## src/rtl/seq_recon_pkg.sv

```systemverilog
package seq_recon_pkg;

    localparam int ADDR_W       = 32;
    localparam int REGION_SHIFT = 12;
    localparam int LINE_SHIFT   = 6;
    localparam int OFF_W        = REGION_SHIFT - LINE_SHIFT;
    localparam int REG_W        = ADDR_W - REGION_SHIFT;
    localparam int KEY_W        = 16;
    localparam int MDELTA_W     = 4;
    localparam int SEQ_W        = 4;
    localparam int PAT_SLOTS    = 8;

    typedef struct packed {
        logic [REG_W-1:0]    region;
        logic [KEY_W-1:0]    key;
        logic [MDELTA_W-1:0] delta;
    } mob_entry_t;

    typedef struct packed {
        logic [1:0]       conf;
        logic [OFF_W-1:0] offset;
        logic [SEQ_W-1:0] seq;
    } pat_slot_t;

    localparam int MOB_ENT_W = $bits(mob_entry_t);
    localparam int PSLOT_W   = $bits(pat_slot_t);
    localparam int PROW_W    = PSLOT_W * PAT_SLOTS;

    typedef enum logic [2:0] {
        ST_IDLE,
        ST_WALK1,
        ST_STEP2,
        ST_SCAT,
        ST_EMIT,
        ST_DONE
    } recon_state_t;

    function automatic logic [ADDR_W-1:0] region_base(input logic [REG_W-1:0] r);
        return {r, {REGION_SHIFT{1'b0}}};
    endfunction

    function automatic logic [ADDR_W-1:0] line_addr(input logic [REG_W-1:0] r,
                                                    input logic [OFF_W-1:0] o);
        return {r, o, {LINE_SHIFT{1'b0}}};
    endfunction

endpackage

```

## src/rtl/recon_place_pick.sv

```systemverilog
module recon_place_pick #(
    parameter int N     = 16,
    parameter int IDX_W = 7,
    localparam int SI_W = $clog2(N)
) (
    input  logic [N-1:0]     occ,
    input  logic [IDX_W-1:0] target,
    output logic             found,
    output logic [SI_W-1:0]  pick
);
    localparam int NCAND = 5;

    logic [IDX_W-1:0] cand   [NCAND];
    logic             in_rng [NCAND];
    logic             usable [NCAND];

    for (genvar k = 0; k < NCAND; k++) begin : g_cand
        if (k < 3) begin : g_up
            assign cand[k]   = target + IDX_W'(k);
            assign in_rng[k] = cand[k] < IDX_W'(N);
        end else begin : g_down
            assign cand[k]   = target - IDX_W'(k - 2);
            assign in_rng[k] = (target >= IDX_W'(k - 2)) && (cand[k] < IDX_W'(N));
        end
        assign usable[k] = in_rng[k] && !occ[cand[k][SI_W-1:0]];
    end

    always_comb begin
        found = 1'b0;
        pick  = '0;
        for (int k = NCAND - 1; k >= 0; k--) begin
            if (usable[k]) begin
                found = 1'b1;
                pick  = cand[k][SI_W-1:0];
            end
        end
    end

endmodule

```

## src/rtl/recon_slot_store.sv

```systemverilog
module recon_slot_store
    import seq_recon_pkg::*;
#(
    parameter int N     = 16,
    localparam int SI_W = $clog2(N)
) (
    input  logic              clk,
    input  logic              rst,
    input  logic              clear,
    input  logic              wr_en,
    input  logic [SI_W-1:0]   wr_idx,
    input  logic [ADDR_W-1:0] wr_addr,
    input  logic [SI_W-1:0]   rd_idx,
    output logic [N-1:0]      occ,
    output logic [ADDR_W-1:0] rd_addr
);
    logic [ADDR_W-1:0] slot_addr [N];

    for (genvar s = 0; s < N; s++) begin : g_slot
        always_ff @(posedge clk) begin
            if (rst || clear) begin
                occ[s] <= 1'b0;
            end else if (wr_en && wr_idx == SI_W'(s)) begin
                occ[s] <= 1'b1;
            end
            if (wr_en && wr_idx == SI_W'(s)) begin
                slot_addr[s] <= wr_addr;
            end
        end
    end

    assign rd_addr = slot_addr[rd_idx];

    assert_free_slot_R7: assert property (@(posedge clk) disable iff (rst)
        wr_en |-> !occ[wr_idx]);

    assert_cleared_R2: assert property (@(posedge clk) disable iff (rst)
        clear |=> (occ == '0));

    assert_written_R2: assert property (@(posedge clk) disable iff (rst)
        (wr_en && !clear) |=> occ[$past(wr_idx)] && (slot_addr[$past(wr_idx)] == $past(wr_addr)));

endmodule

```

## src/rtl/seq_recon_unit.sv

```systemverilog
module seq_recon_unit
    import seq_recon_pkg::*;
#(
    parameter int N_SLOTS   = 16,
    parameter int MOB_DEPTH = 16,
    localparam int MP_W     = $clog2(MOB_DEPTH)
) (
    input  logic                 clk,
    input  logic                 rst,
    input  logic                 start,
    input  logic [MP_W-1:0]      start_pos,
    input  logic [MP_W-1:0]      newest_pos,
    output logic                 busy,
    output logic [MP_W-1:0]      mob_rd_ptr,
    input  logic [MOB_ENT_W-1:0] mob_rd_data,
    output logic                 pt_lookup,
    output logic [KEY_W-1:0]     pt_key,
    input  logic                 pt_hit,
    input  logic [PROW_W-1:0]    pt_row,
    output logic                 pt_touch,
    output logic                 pf_valid,
    input  logic                 pf_ready,
    output logic [ADDR_W-1:0]    pf_addr,
    output logic                 done
);
    localparam int SI_W  = $clog2(N_SLOTS);
    localparam int IDX_W = $clog2(N_SLOTS + (1 << MDELTA_W) + (1 << SEQ_W)) + 1;
    localparam int J_W   = $clog2(PAT_SLOTS);

    recon_state_t     state;
    logic [MP_W-1:0]  ptr, first_ptr, last_ptr, ptr_nxt;
    logic [IDX_W-1:0] idx, next_idx, target;
    logic             first;
    logic [J_W-1:0]   j;
    logic [SI_W-1:0]  eptr;

    mob_entry_t ment;
    pat_slot_t  cur_slot;
    logic [N_SLOTS-1:0] occ;
    logic               found, want, scat_last, idx_over;
    logic [SI_W-1:0]    pick;
    logic               st_clear, st_wr;
    logic [SI_W-1:0]    st_idx;
    logic [ADDR_W-1:0]  st_addr, rd_addr;

    assign ment      = mob_entry_t'(mob_rd_data);
    assign cur_slot  = pat_slot_t'(pt_row[j*PSLOT_W +: PSLOT_W]);
    assign ptr_nxt   = (ptr == MP_W'(MOB_DEPTH - 1)) ? '0 : ptr + 1'b1;
    assign next_idx  = first ? '0 : idx + IDX_W'(ment.delta) + IDX_W'(1);
    assign idx_over  = next_idx >= IDX_W'(N_SLOTS);
    assign target    = idx + IDX_W'(cur_slot.seq);
    assign want      = (state == ST_SCAT) && pt_hit && (cur_slot.conf >= 2'd2);
    assign scat_last = !pt_hit || (j == J_W'(PAT_SLOTS - 1));

    recon_place_pick #(.N(N_SLOTS), .IDX_W(IDX_W)) u_pick (
        .occ    (occ),
        .target (target),
        .found  (found),
        .pick   (pick)
    );

    assign st_clear = (state == ST_IDLE) && start;
    assign st_wr    = ((state == ST_WALK1) && !idx_over) || (want && found);
    assign st_idx   = (state == ST_WALK1) ? next_idx[SI_W-1:0] : pick;
    assign st_addr  = (state == ST_WALK1) ? region_base(ment.region)
                                          : line_addr(ment.region, cur_slot.offset);

    recon_slot_store #(.N(N_SLOTS)) u_store (
        .clk     (clk),
        .rst     (rst),
        .clear   (st_clear),
        .wr_en   (st_wr),
        .wr_idx  (st_idx),
        .wr_addr (st_addr),
        .rd_idx  (eptr),
        .occ     (occ),
        .rd_addr (rd_addr)
    );

    always_ff @(posedge clk) begin
        if (rst) begin
            state     <= ST_IDLE;
            ptr       <= '0;
            first_ptr <= '0;
            last_ptr  <= '0;
            idx       <= '0;
            first     <= 1'b1;
            j         <= '0;
            eptr      <= '0;
        end else begin
            case (state)
                ST_IDLE: if (start) begin
                    ptr       <= start_pos;
                    first_ptr <= start_pos;
                    last_ptr  <= newest_pos;
                    first     <= 1'b1;
                    idx       <= '0;
                    state     <= ST_WALK1;
                end
                ST_WALK1: begin
                    if (idx_over || ptr == last_ptr) begin
                        ptr   <= first_ptr;
                        first <= 1'b1;
                        state <= ST_STEP2;
                    end else begin
                        idx   <= next_idx;
                        first <= 1'b0;
                        ptr   <= ptr_nxt;
                    end
                end
                ST_STEP2: begin
                    if (idx_over) begin
                        eptr  <= '0;
                        state <= ST_EMIT;
                    end else begin
                        idx   <= next_idx;
                        first <= 1'b0;
                        j     <= '0;
                        state <= ST_SCAT;
                    end
                end
                ST_SCAT: begin
                    if (scat_last) begin
                        if (ptr == last_ptr) begin
                            eptr  <= '0;
                            state <= ST_EMIT;
                        end else begin
                            ptr   <= ptr_nxt;
                            state <= ST_STEP2;
                        end
                    end else begin
                        j <= j + 1'b1;
                    end
                end
                ST_EMIT: begin
                    if (!occ[eptr] || pf_ready) begin
                        if (eptr == SI_W'(N_SLOTS - 1)) state <= ST_DONE;
                        else eptr <= eptr + 1'b1;
                    end
                end
                ST_DONE: state <= ST_IDLE;
                default: state <= ST_IDLE;
            endcase
        end
    end

    assign busy       = (state != ST_IDLE);
    assign mob_rd_ptr = ptr;
    assign pt_key     = ment.key;
    assign pt_lookup  = (state == ST_SCAT);
    assign pt_touch   = (state == ST_SCAT) && (j == '0) && pt_hit;
    assign pf_valid   = (state == ST_EMIT) && occ[eptr];
    assign pf_addr    = rd_addr;
    assign done       = (state == ST_DONE);

    assert_touch_once_R4: assert property (@(posedge clk) disable iff (rst)
        pt_touch |=> !pt_touch);

    assert_near_target_R7: assert property (@(posedge clk) disable iff (rst)
        (want && found) |-> ((IDX_W'(pick) <= target + IDX_W'(2)) && (IDX_W'(pick) + IDX_W'(2) >= target)));

    assert_hold_R8: assert property (@(posedge clk) disable iff (rst)
        (pf_valid && !pf_ready) |=> (pf_valid && $stable(pf_addr)));

    assert_done_pulse_R9: assert property (@(posedge clk) disable iff (rst)
        done |=> (!done && !busy));

endmodule

```

## config.mk

```make
export PLATFORM = sky130hd
export DESIGN_NAME = seq_recon_unit
export DESIGN_NICKNAME = d
export VERILOG_FILES = /design/src/rtl/seq_recon_pkg.sv /design/src/rtl/recon_place_pick.sv /design/src/rtl/recon_slot_store.sv /design/src/rtl/seq_recon_unit.sv
export SDC_FILE = /design/constraint.sdc
export NUM_CORES = 1
export LEC_CHECK = 0
export ABC_AREA = 0
export BUFFER_PORTS_ARGS = -buffer_cell sky130_fd_sc_hd__buf_4
export CAP_MARGIN = 15
export CORE_MARGIN = 1.5
export CORE_UTILIZATION = 23
export CTS_BUF_LIST = sky130_fd_sc_hd__clkbuf_8
export DETAILED_ROUTE_END_ITERATION = 6
export PLACE_DENSITY = 0.35
export SKIP_LAST_GASP = 1
export SLEW_MARGIN = 25
export SYNTH_ARGS = -nofsm -noshare
export SYNTH_HDL_FRONTEND = slang
export SYNTH_SLANG_ARGS = --single-unit
```

## constraint.sdc

```tcl
create_clock -name clk -period 14.1 [get_ports clk]
set_clock_uncertainty 0.15 [all_clocks]
set_input_delay 2.82 -clock clk [delete_from_list [all_inputs] [get_ports clk]]
set_output_delay 2.82 -clock clk [all_outputs]
set_load 0.1 [all_outputs]
```

# Yosys cells after proc, flatten, opt, wreduce, memory -nomap -nowiden
# Memory sizes are Yosys's and may differ from the RTL's. A register that Yosys moved wholly into a read port is not among the register bits.
# Index checks and enable logic that the tools add are counted.
# totals
reg_bits	46
mem_bits_rw	512
in_bits	149
output_inout_bits	57
mem_count	1
# op_classes
add_sub_neg	10
n_mul	1
magnitude_cmp	15
eq_ne	36
shifts	1
muxes	135
reduce_logical	74
# memory_table
memory	words	word_bits	rd	rd_ports_with_merged_regs	wr	line	text
u_store.slot_addr	16	32	1	1	1	recon_slot_store.sv:17	logic [ADDR_W-1:0] slot_addr [N];
# ops
op	count
two-way mux 32 bit	15
OR reduction 32 bit	15
two-way mux 4 bit	33
variable part select 96 x 8 -> 12 bit	1
two-way mux 1 bit	61
equality test 4 bit (second input constant)	10
less-than comparator 7 x 5 -> 1 bit (second input constant)	5
logical AND 1 bit	31
less-than comparator 4 x 5 -> 1 bit (second input constant)	6
two-way mux 7 bit	4
two-way mux 3 bit	9
binary-select mux 1 bit (select 4 bit)	6
case mux 4 bit (3 select lines)	2
case mux 7 bit (3 select lines)	1
!= test 2 bit (second input constant)	9
equality test 4 x 3 -> 1 bit (second input constant)	4
case mux 3 bit (5 select lines)	1
adder 7 x 1 -> 7 bit (second input constant)	2
adder 7 x 4 -> 7 bit	2
two-way mux 12 bit	1
nonzero test 3 bit	4
equality test 3 bit (second input constant)	3
adder 4 x 1 -> 4 bit (second input constant)	2
equality test 4 x 2 -> 1 bit (second input constant)	2
26 further kinds	43

# Longest topological paths before layout
# Gate-level depths: netlist (run 1).
# depth
ltp_word	34
mapped_depth	22
mapped_depth_nobuf	18

# By module
# Synthesis (run 1) repeated with hierarchy kept, for this count alone.
# hier_totals
cells_unflattened	1348
hier_area_um2	24089.4
# modules_own_cells
module	n_inst	cells_each	area_per_inst_um2	seq_area_each_um2
recon_slot_store	1	840	19643.8	15695.1
seq_recon_unit	1	375	3268.1	600.6
recon_place_pick	1	133	1177.4	0.0

# Least setup slack after synthesis (run 1)
# Ideal clock, no wire load.
# synth_path
path_kind	input -> register
start	input pt_row[84]
end	memory u_store.slot_addr[0][10] (enable)
t_arrival_ns	8.437
required_ns	13.541
path_slack_ns	5.104
cell_stages	18
cell_sequence	mux4_2 mux2_2 ha_1 fa_1 xor2_2 inv_2 ha_1 clkbuf_2 xor2_1 xnor2_1 mux4_2 or4b_4 nand3_1 o21ai_0 a21boi_1 or3_1 buf_2 nor2_1
# synth_between
elab_chain_len	33
word_cells_on_any_way	157
cone_classes	5 x add/sub; 7 x order compare; 15 x eq/ne; 1 x shift; 83 x mux; 46 x reduce/logical
# synth_lines
element	line	text
start, declared	seq_recon_unit.sv:19	input logic [PROW_W-1:0] pt_row,
variable part select 96 x 8 -> 12 bit (*)	seq_recon_unit.sv:47	assign cur_slot = pat_slot_t'(pt_row[j*PSLOT_W +: PSLOT_W]);
adder 7 x 4 -> 7 bit (*)	seq_recon_unit.sv:51	assign target = idx + IDX_W'(cur_slot.seq);
subtractor 7 x 2 -> 7 bit	recon_place_pick.sv:22	assign cand[k] = target - IDX_W'(k - 2);
binary-select mux 1 bit (select 4 bit)	recon_place_pick.sv:25	assign usable[k] = in_rng[k] && !occ[cand[k][SI_W-1:0]];
two-way mux 1 bit (not written as such)	recon_place_pick.sv:25	
logical NOT 1 bit	recon_place_pick.sv:25	
logical AND 1 bit	recon_place_pick.sv:25	
two-way mux 4 bit or two-way mux 1 bit (tied branches) (5 in series)	recon_place_pick.sv:32	if (usable[k]) begin
two-way mux 4 bit or logical AND 1 bit (tied branches)	seq_recon_unit.sv:64, seq_recon_unit.sv:63	
equality test 4 x 1 -> 1 bit or logical OR 1 bit (tied branches)	recon_slot_store.sv:26, seq_recon_unit.sv:63	
logical AND 1 bit	recon_slot_store.sv:26	if (wr_en && wr_idx == SI_W'(s)) begin
two-way mux 1 bit	recon_slot_store.sv:26	
two-way mux 1 bit (not written as such)	recon_slot_store.sv:27	slot_addr[s] <= wr_addr;
OR reduction 32 bit (no line)	--	
two-way mux 4 bit (no line) or two-way mux 1 bit (tied branches) (15 in series)	--	
end, declared	recon_slot_store.sv:17	
# Every way passes the cells marked *; elsewhere a longest branch is shown, timed or not. The select of a mux whose other input is x is not followed.

# Final worst setup path (run 1)
# layout_path
start	input pt_row[84]
end	memory u_store.slot_addr[7][29] (enable)
# The elaborated chain is that of the path after synthesis.

==> flow_summary.toml, run 1 <==
[outcome]
outcome = "complete, no violations"

[power]
power.density_nw_per_um2 = 142.9
p_leak_uw = 0.008147
power_uw = 3579
peakVddDrop_mv = 0.06327

[floorplanning]
die_area_um2 = 92730
ios = 206
core-area_um2 = 90010
initial_core_util_pct = 23.23
rows = 110
die_h_um = 304.5
fp.dieW_um = 304.5

[global_routing]
overflow = 0
grt_pass1_vias = 13100
grt_pass1_wl_mm = 88.61
grt_use_total_pct = 12.95
antenna_found_initial = 2
grt_max_degree = 85

[finish]
drive_gt1_share_pct = 34.49
fillCellCount = 9150
layout_common_cells = "edfxtp_1, buf_4, mux4_2"
multi_input_area_um2 = 7032
area_growth_pct = 19.81
final_nets = 1575
final_common_cell = "edfxtp_1"
seq_area_um2 = 13500

[logic_synthesis]
synth_compound_area_share_pct = 5.098
ys_seq_area_share_pct = 64.53
yosysWarnings = 0
yosysUniqueCellTypes = 77
synth_edf_count = 416
syn-cell-area_um2 = 20910
synth_top_family_by_area = "multiplexers"
synth-seq-cells = 466
syn_area_per_cell_um2 = 17.18
synth-xor-area-share_pct = 0.9335
async_flop_share_pct = 0
synthAdderAreaFrac_pct = 1.269
synthMuxAreaShare_pct = 19.87
yosys.area_share.simple_pct = 5.762
synth-main-ff-cell = "edfxtp_1"
syn_inst = 1217

[detailed_routing]
ant_nets = 0
routedWlPerCell_um = 22.62
routed_wl_mm = 59.89
drt-initial-drc-count = 678
drc_errors = 0
vias = 11920
viasPerCell = 4.502
first_pass_iters = 5

[timing]
worstMarginPinSlew_ps = 941.2
period_minus_slack_ps = 9403
finalMaxSlewViolations = 0
fmax_ghz = 0.1064
setup_viol = 0
finalHoldViolCount = 0
fin_setup_tns_ps = 0
timing.final.crit_share_pct = 66.69
slew-limit-headroom_pct = 37.02
rsz0062_at_grt = "no"

[critical_path]
critical_path.endpoint_type = "flop"
critical_path.max_fanout = 17
crit_arrival_ps = 9530
crit_required_ps = 14230
reg2reg_depth = 18
cp-start-kind = "input port"
crit_type = "input port to flop"

[min_path]
hold_path_class = "flop to flop"
min_path_cells = 2

[clocking]
ctsLongestPathBuffers = 3
cts_setup_buffers = 0
numClockSinks = 466
cts_resized = 0
cts_root_buffer = "clkbuf_8"
cts_buffers = 84
cts.clk_slew.worst_paths_ps = 60
ctsHoldBuffers = 0
htreeDepth = 3
clk_latency_ps = 660
cts_tree = "done"

[place]
gp_congestion = 0.7607
portBuffers = 159
dpl.hpwl_mm = 35.18

[run]
cap_viol_max_count = 0
[state kept, by name, summed over array words and instances, names as in the netlist, named ones only]
register           flops
eptr                   4
first                  1
first_ptr              4
idx                    7
j                      3
last_ptr               4
mob_rd_ptr             4
state                  3
u_store.occ           16
u_store.slot_addr    416
[cells by family after synthesis]
logic type	Yosys count
AND/OR/NAND/NOR	238
XOR/XNOR	17
multiplexers	202
adder cells (fa/ha/maj)	20
flip-flops	466
other	1
AO/OA/AOI/OAI	162
buffers and inverters	111
[power breakdown]
group | switching [µW] | leakage (µW) | internal, µW | total [µW]
Combinational | 516 | 0.00305 | 227 | 743
Clock | 564 | 0.000933 | 604 | 1170
Sequential | 43.2 | 0.00416 | 1630 | 1670
[stage by stage]
stage               utilization (%)  std cells  hold slack [ps]  worst slack, ps  instance area, µm²
global placement              26.11       2495            295.2             3857               23500
floorplan                         -       1222            286.0             5104               20930
detailed placement            26.13       2496            300.3             3908               23520
CTS                           27.82       2646            308.5             4612               25040
finish                        27.83       2647            305.1             4697               25050
global route                  27.83       2647            333.3             4362               25050
[path summary, 6_finish.rpt]
check,slack [ps],to,from
worst max-delay path,4700,u_store.slot_addr[7][29]$_DFFE_PP_,pt_row[84]
worst min-delay path,310,first_ptr[2]$_SDFFE_PP0P_,first_ptr[2]$_SDFFE_PP0P_
worst max register to register,6150,u_store.slot_addr[7][29]$_DFFE_PP_,j[0]$_SDFFE_PP0P_
worst min register to register,310,first_ptr[2]$_SDFFE_PP0P_,first_ptr[2]$_SDFFE_PP0P_
[routing by layer]
layer / part of all wire, % / global-route usage (%)
met5: 0.015 / 0
met4: 1.9 / 3.267
met3: 4.6 / 2.941
met2: 50 / 22.11
met1: 44 / 16.54
[final cells by class]
class                      count  area share (%)
sequential                   466           53.90
multi-input combinational    645           28.07
tap                         1176           5.873
timing repair buffer         190           5.793
clock buffer                  86           4.725
clock inverter                64           1.348
inverter                      19          0.2847
antenna                        1        0.009989
[cells in the mapped netlist, drive strengths merged (4+ instances only)]
| library cell | number | area (µm²) |
|---|---|---|
| or2 | 8 | 52.55 |
| nor2b | 5 | 31.28 |
| xnor2 | 10 | 95.10 |
| clkbuf | 39 | 147.6 |
| o211ai | 9 | 67.56 |
| nor3 | 16 | 110.1 |
| buf | 53 | 307.8 |
| nand2 | 65 | 244.0 |
| o21ai | 35 | 175.2 |
| a21oi | 49 | 252.8 |
| ha | 18 | 225.2 |
| nor4 | 6 | 37.54 |
| mux4 | 169 | 3814 |
| xor2 | 5 | 51.30 |
| a31oi | 6 | 37.54 |
| mux2 | 9 | 101.4 |
| and2 | 9 | 56.30 |
| nand3 | 22 | 110.1 |
| a211oi | 11 | 87.58 |
| o21a | 6 | 45.04 |
| a21boi | 5 | 37.54 |
| or3 | 4 | 25.02 |
| nand3b | 7 | 52.55 |
| a21o | 8 | 60.06 |
| dfxtp | 50 | 1001 |
| nand4 | 6 | 37.54 |
| edfxtp | 416 | 12490 |
| a211o | 7 | 61.31 |
| o22a | 4 | 35.03 |
| and3 | 7 | 43.79 |
| a311oi | 4 | 35.03 |
| nor2 | 58 | 217.7 |
| inv | 19 | 71.31 |
| mux2i | 24 | 240.2 |
| nand2b | 13 | 81.33 |
[critical path, cell delays in order]
cell and delay [ps]:
buf_4 110, mux4_2 470, mux2_2 290, ha_1 260, fa_1 540, xor2_2 430
inv_2 200, ha_1 430, xor2_1 220, xnor2_1 290, mux4_2 560, or4b_4 560
a21o_1 220, a211oi_2 240, nor3_2 90, o31a_1 450, nor3_4 780, buf_4 530
No activity file was read; power rests on OpenSTA's default activity.
==> inputs of run 2 (changes only) <==
--- a/config.mk
+++ b/config.mk
@@ -5,7 +5,7 @@
 export SDC_FILE = /design/constraint.sdc
 export NUM_CORES = 1
 export LEC_CHECK = 0
-export ABC_AREA = 0
+export ABC_AREA = 1
 export BUFFER_PORTS_ARGS = -buffer_cell sky130_fd_sc_hd__buf_4
 export CAP_MARGIN = 15
 export CORE_MARGIN = 1.5
==> constraint.sdc (replaced) <==
create_clock -name clk -period 8.9 [get_ports clk]
set_clock_uncertainty 0.15 [all_clocks]
set_input_delay 1.78 -clock clk [delete_from_list [all_inputs] [get_ports clk]]
set_output_delay 1.78 -clock clk [all_outputs]
set_load 0.1 [all_outputs]
==> run 2 against run 1 <==
The flow now finishes with violations (DRC); sequential share of layout area fell by 1.1 points; critical path depth grew 11; flip-flop and latch count is the same; synthesized area rose by 2.9%; first-iteration DRC count is 26% higher.
==> flow_summary.toml, run 2 <==
[logic_synthesis]
yosysUniqueCellTypes = 42
synth_most_common_cell = "edfxtp_1"
synthTopCellsByCount = "edfxtp_1, nand2_1, inv_1, o21ai_0, a21oi_1"
syn-cell-area_um2 = 21520
yosysTopAreaCell = "edfxtp_1"
synth-main-ff-cell = "edfxtp_1"
syn_area_per_cell_um2 = 10.79
syn_inst = 1994
synth-seq-cells = 466
synth_edf_count = 416
synth_top_area_share_pct = 58.06
ys_seq_area_share_pct = 62.71
synth_area_leaders = "edfxtp_1, mux2i_1, o21ai_0"
yosysWarnings = 0
async_flop_share_pct = 0

[floorplanning]
ios = 206
die_h_um = 308.9
initial_core_util_pct = 23.12
fp.dieW_um = 308.9
core-area_um2 = 93050
die_area_um2 = 95390
rows = 112

[outcome]
outcome = "finished with violations"
violations = "DRC"

[clocking]
cts_setup_buffers = 0
cts_resized = 0
cts_buffers = 89
cts.clk_slew.worst_paths_ps = 60
ctsLongestPathBuffers = 3
ctsHoldBuffers = 0
numClockSinks = 466
cts_tree = "done"
clk_latency_ps = 690
cts_root_buffer = "clkbuf_8"
htreeDepth = 3

[finish]
largest_register_ffs = 416
top_regs = "u_store.slot_addr (416), u_store.occ (16), idx (7)"
top_register = "u_store.slot_addr"
final_nets = 2315
layout_common_cells = "edfxtp_1, nand2_1, inv_1"
final_common_cell = "edfxtp_1"
area_growth_pct = 18.81
drive_gt1_share_pct = 16.09

[timing]
fin_setup_tns_ps = 0
finalMaxSlewViolations = 0
finalHoldViolCount = 0
timing.final.crit_share_pct = 78.28
worstMarginPinSlew_ps = 998.0
setup_viol = 0
fmax_ghz = 0.1435
slew-limit-headroom_pct = 33.37
rsz0062_at_grt = "no"
period_minus_slack_ps = 6967

[detailed_routing]
drc_errors = 2
first_pass_iters = 7
viasPerCell = 4.345
vias = 15070
drt-initial-drc-count = 857
ant_nets = 0
routedWlPerCell_um = 18.73
routed_wl_mm = 64.96

[global_routing]
grt_use_met3_pct = 2.782
grt_max_degree = 166
overflow = 0
grt_use_total_pct = 13.62
grt_pass1_wl_mm = 97.08
grt_pass1_vias = 15310
grt_util_met2_pct = 22.59
antenna_found_initial = 2
busiest_layer = "met2"
use_met1_pct = 18.02

[power]
peakVddDrop_mv = 0.1543
power.density_nw_per_um2 = 325.2
power_uw = 8312
p_leak_uw = 0.009160

[critical_path]
cp.buffers_inverters = 7
critical_path.endpoint_type = "flop"
cp_slowest_cell = "fa_1"
crit_required_ps = 9080
critPathMaxStageDelay_ps = 880
critical_path.max_fanout = 46
cp-start-kind = "flop"
crit_type = "flop to flop"
crit_arrival_ps = 7150
crit_family = "buffers and inverters"
cp_common_cell = "nand2_1"

[run]
cap_viol_max_count = 0

[place]
portBuffers = 159
gp_congestion = 0.8046
dpl.hpwl_mm = 37.14

[min_path]
hold_path_class = "flop to flop"
## run 2: layout make-up
cell class	instances	area (µm²)
fillers	9884	67480
clock inverters	66	366.6
clock buffers	91	1252
well taps	1254	1569
diodes	2	5.005
repair buffers	182	1386
multi-input cells	1182	6631
flip-flops and latches	466	13510
inverters	225	848.3
## run 2: path summary, 6_finish.rpt
path                                                            to                      start  slack [ps]  cells after the start
worst max register to register  u_store.slot_addr[4][11]$_DFFE_PP_          j[0]$_SDFFE_PP0P_        1930                     29
worst min register to register           first_ptr[1]$_SDFFE_PP0P_  first_ptr[1]$_SDFFE_PP0P_         310                      2
worst max-delay path            u_store.slot_addr[4][11]$_DFFE_PP_          j[0]$_SDFFE_PP0P_        1930                     29
worst min-delay path                     first_ptr[1]$_SDFFE_PP0P_  first_ptr[1]$_SDFFE_PP0P_         310                      2
## run 2: cells by family (layout without fill, tap and decap cells)
| group | Yosys count | in the layout | share of synthesized area, % |
|---|---|---|---|
| AO/OA/AOI/OAI | 534 | 534 | 14.06 |
| AND/OR/NAND/NOR | 513 | 513 | 10.35 |
| flip-flops | 466 | 466 | 62.71 |
| buffers and inverters | 351 | 564 | 6.588 |
| multiplexers | 104 | 104 | 4.838 |
| adder cells (fa/ha/maj) | 20 | 20 | 1.233 |
| XOR/XNOR | 5 | 5 | 0.2035 |
| other | 1 | 8 | 0.01743 |
## run 2: power by group
group	internal [µW]	switching (µW)	leakage [µW]
Sequential	2810	145	0.00416
Clock	1010	941	0.000927
Combinational	905	2500	0.00407
Total	4730	3590	0.00916
## run 2: stage by stage
stage                     std cells  cell area, µm²  setup slack (ps)  hold slack, ps  utilization [%]
final                          3468           25560              1933           308.7            27.47
after global routing           3468           25560              1317           335.4            27.47
after CTS                      3466           25560              1729           310.7            27.47
after detailed placement       3309           23940              1158           297.9            25.73
after global placement         3309           23930              1139           301.6            25.71
after floorplan                1999           21540              3008           279.3                -
## run 2: per-layer routing
layer	vias to the layer above	wire, µm
li1	7393	-
met4	2	1356
met1	7240	30620
met2	331	30230
met5	-	13
met3	101	2738
## run 2: worst min-delay path: stages (launching register included)
cell and delay, ps:
dfxtp_1 290, inv_1 60, a21oi_1 60
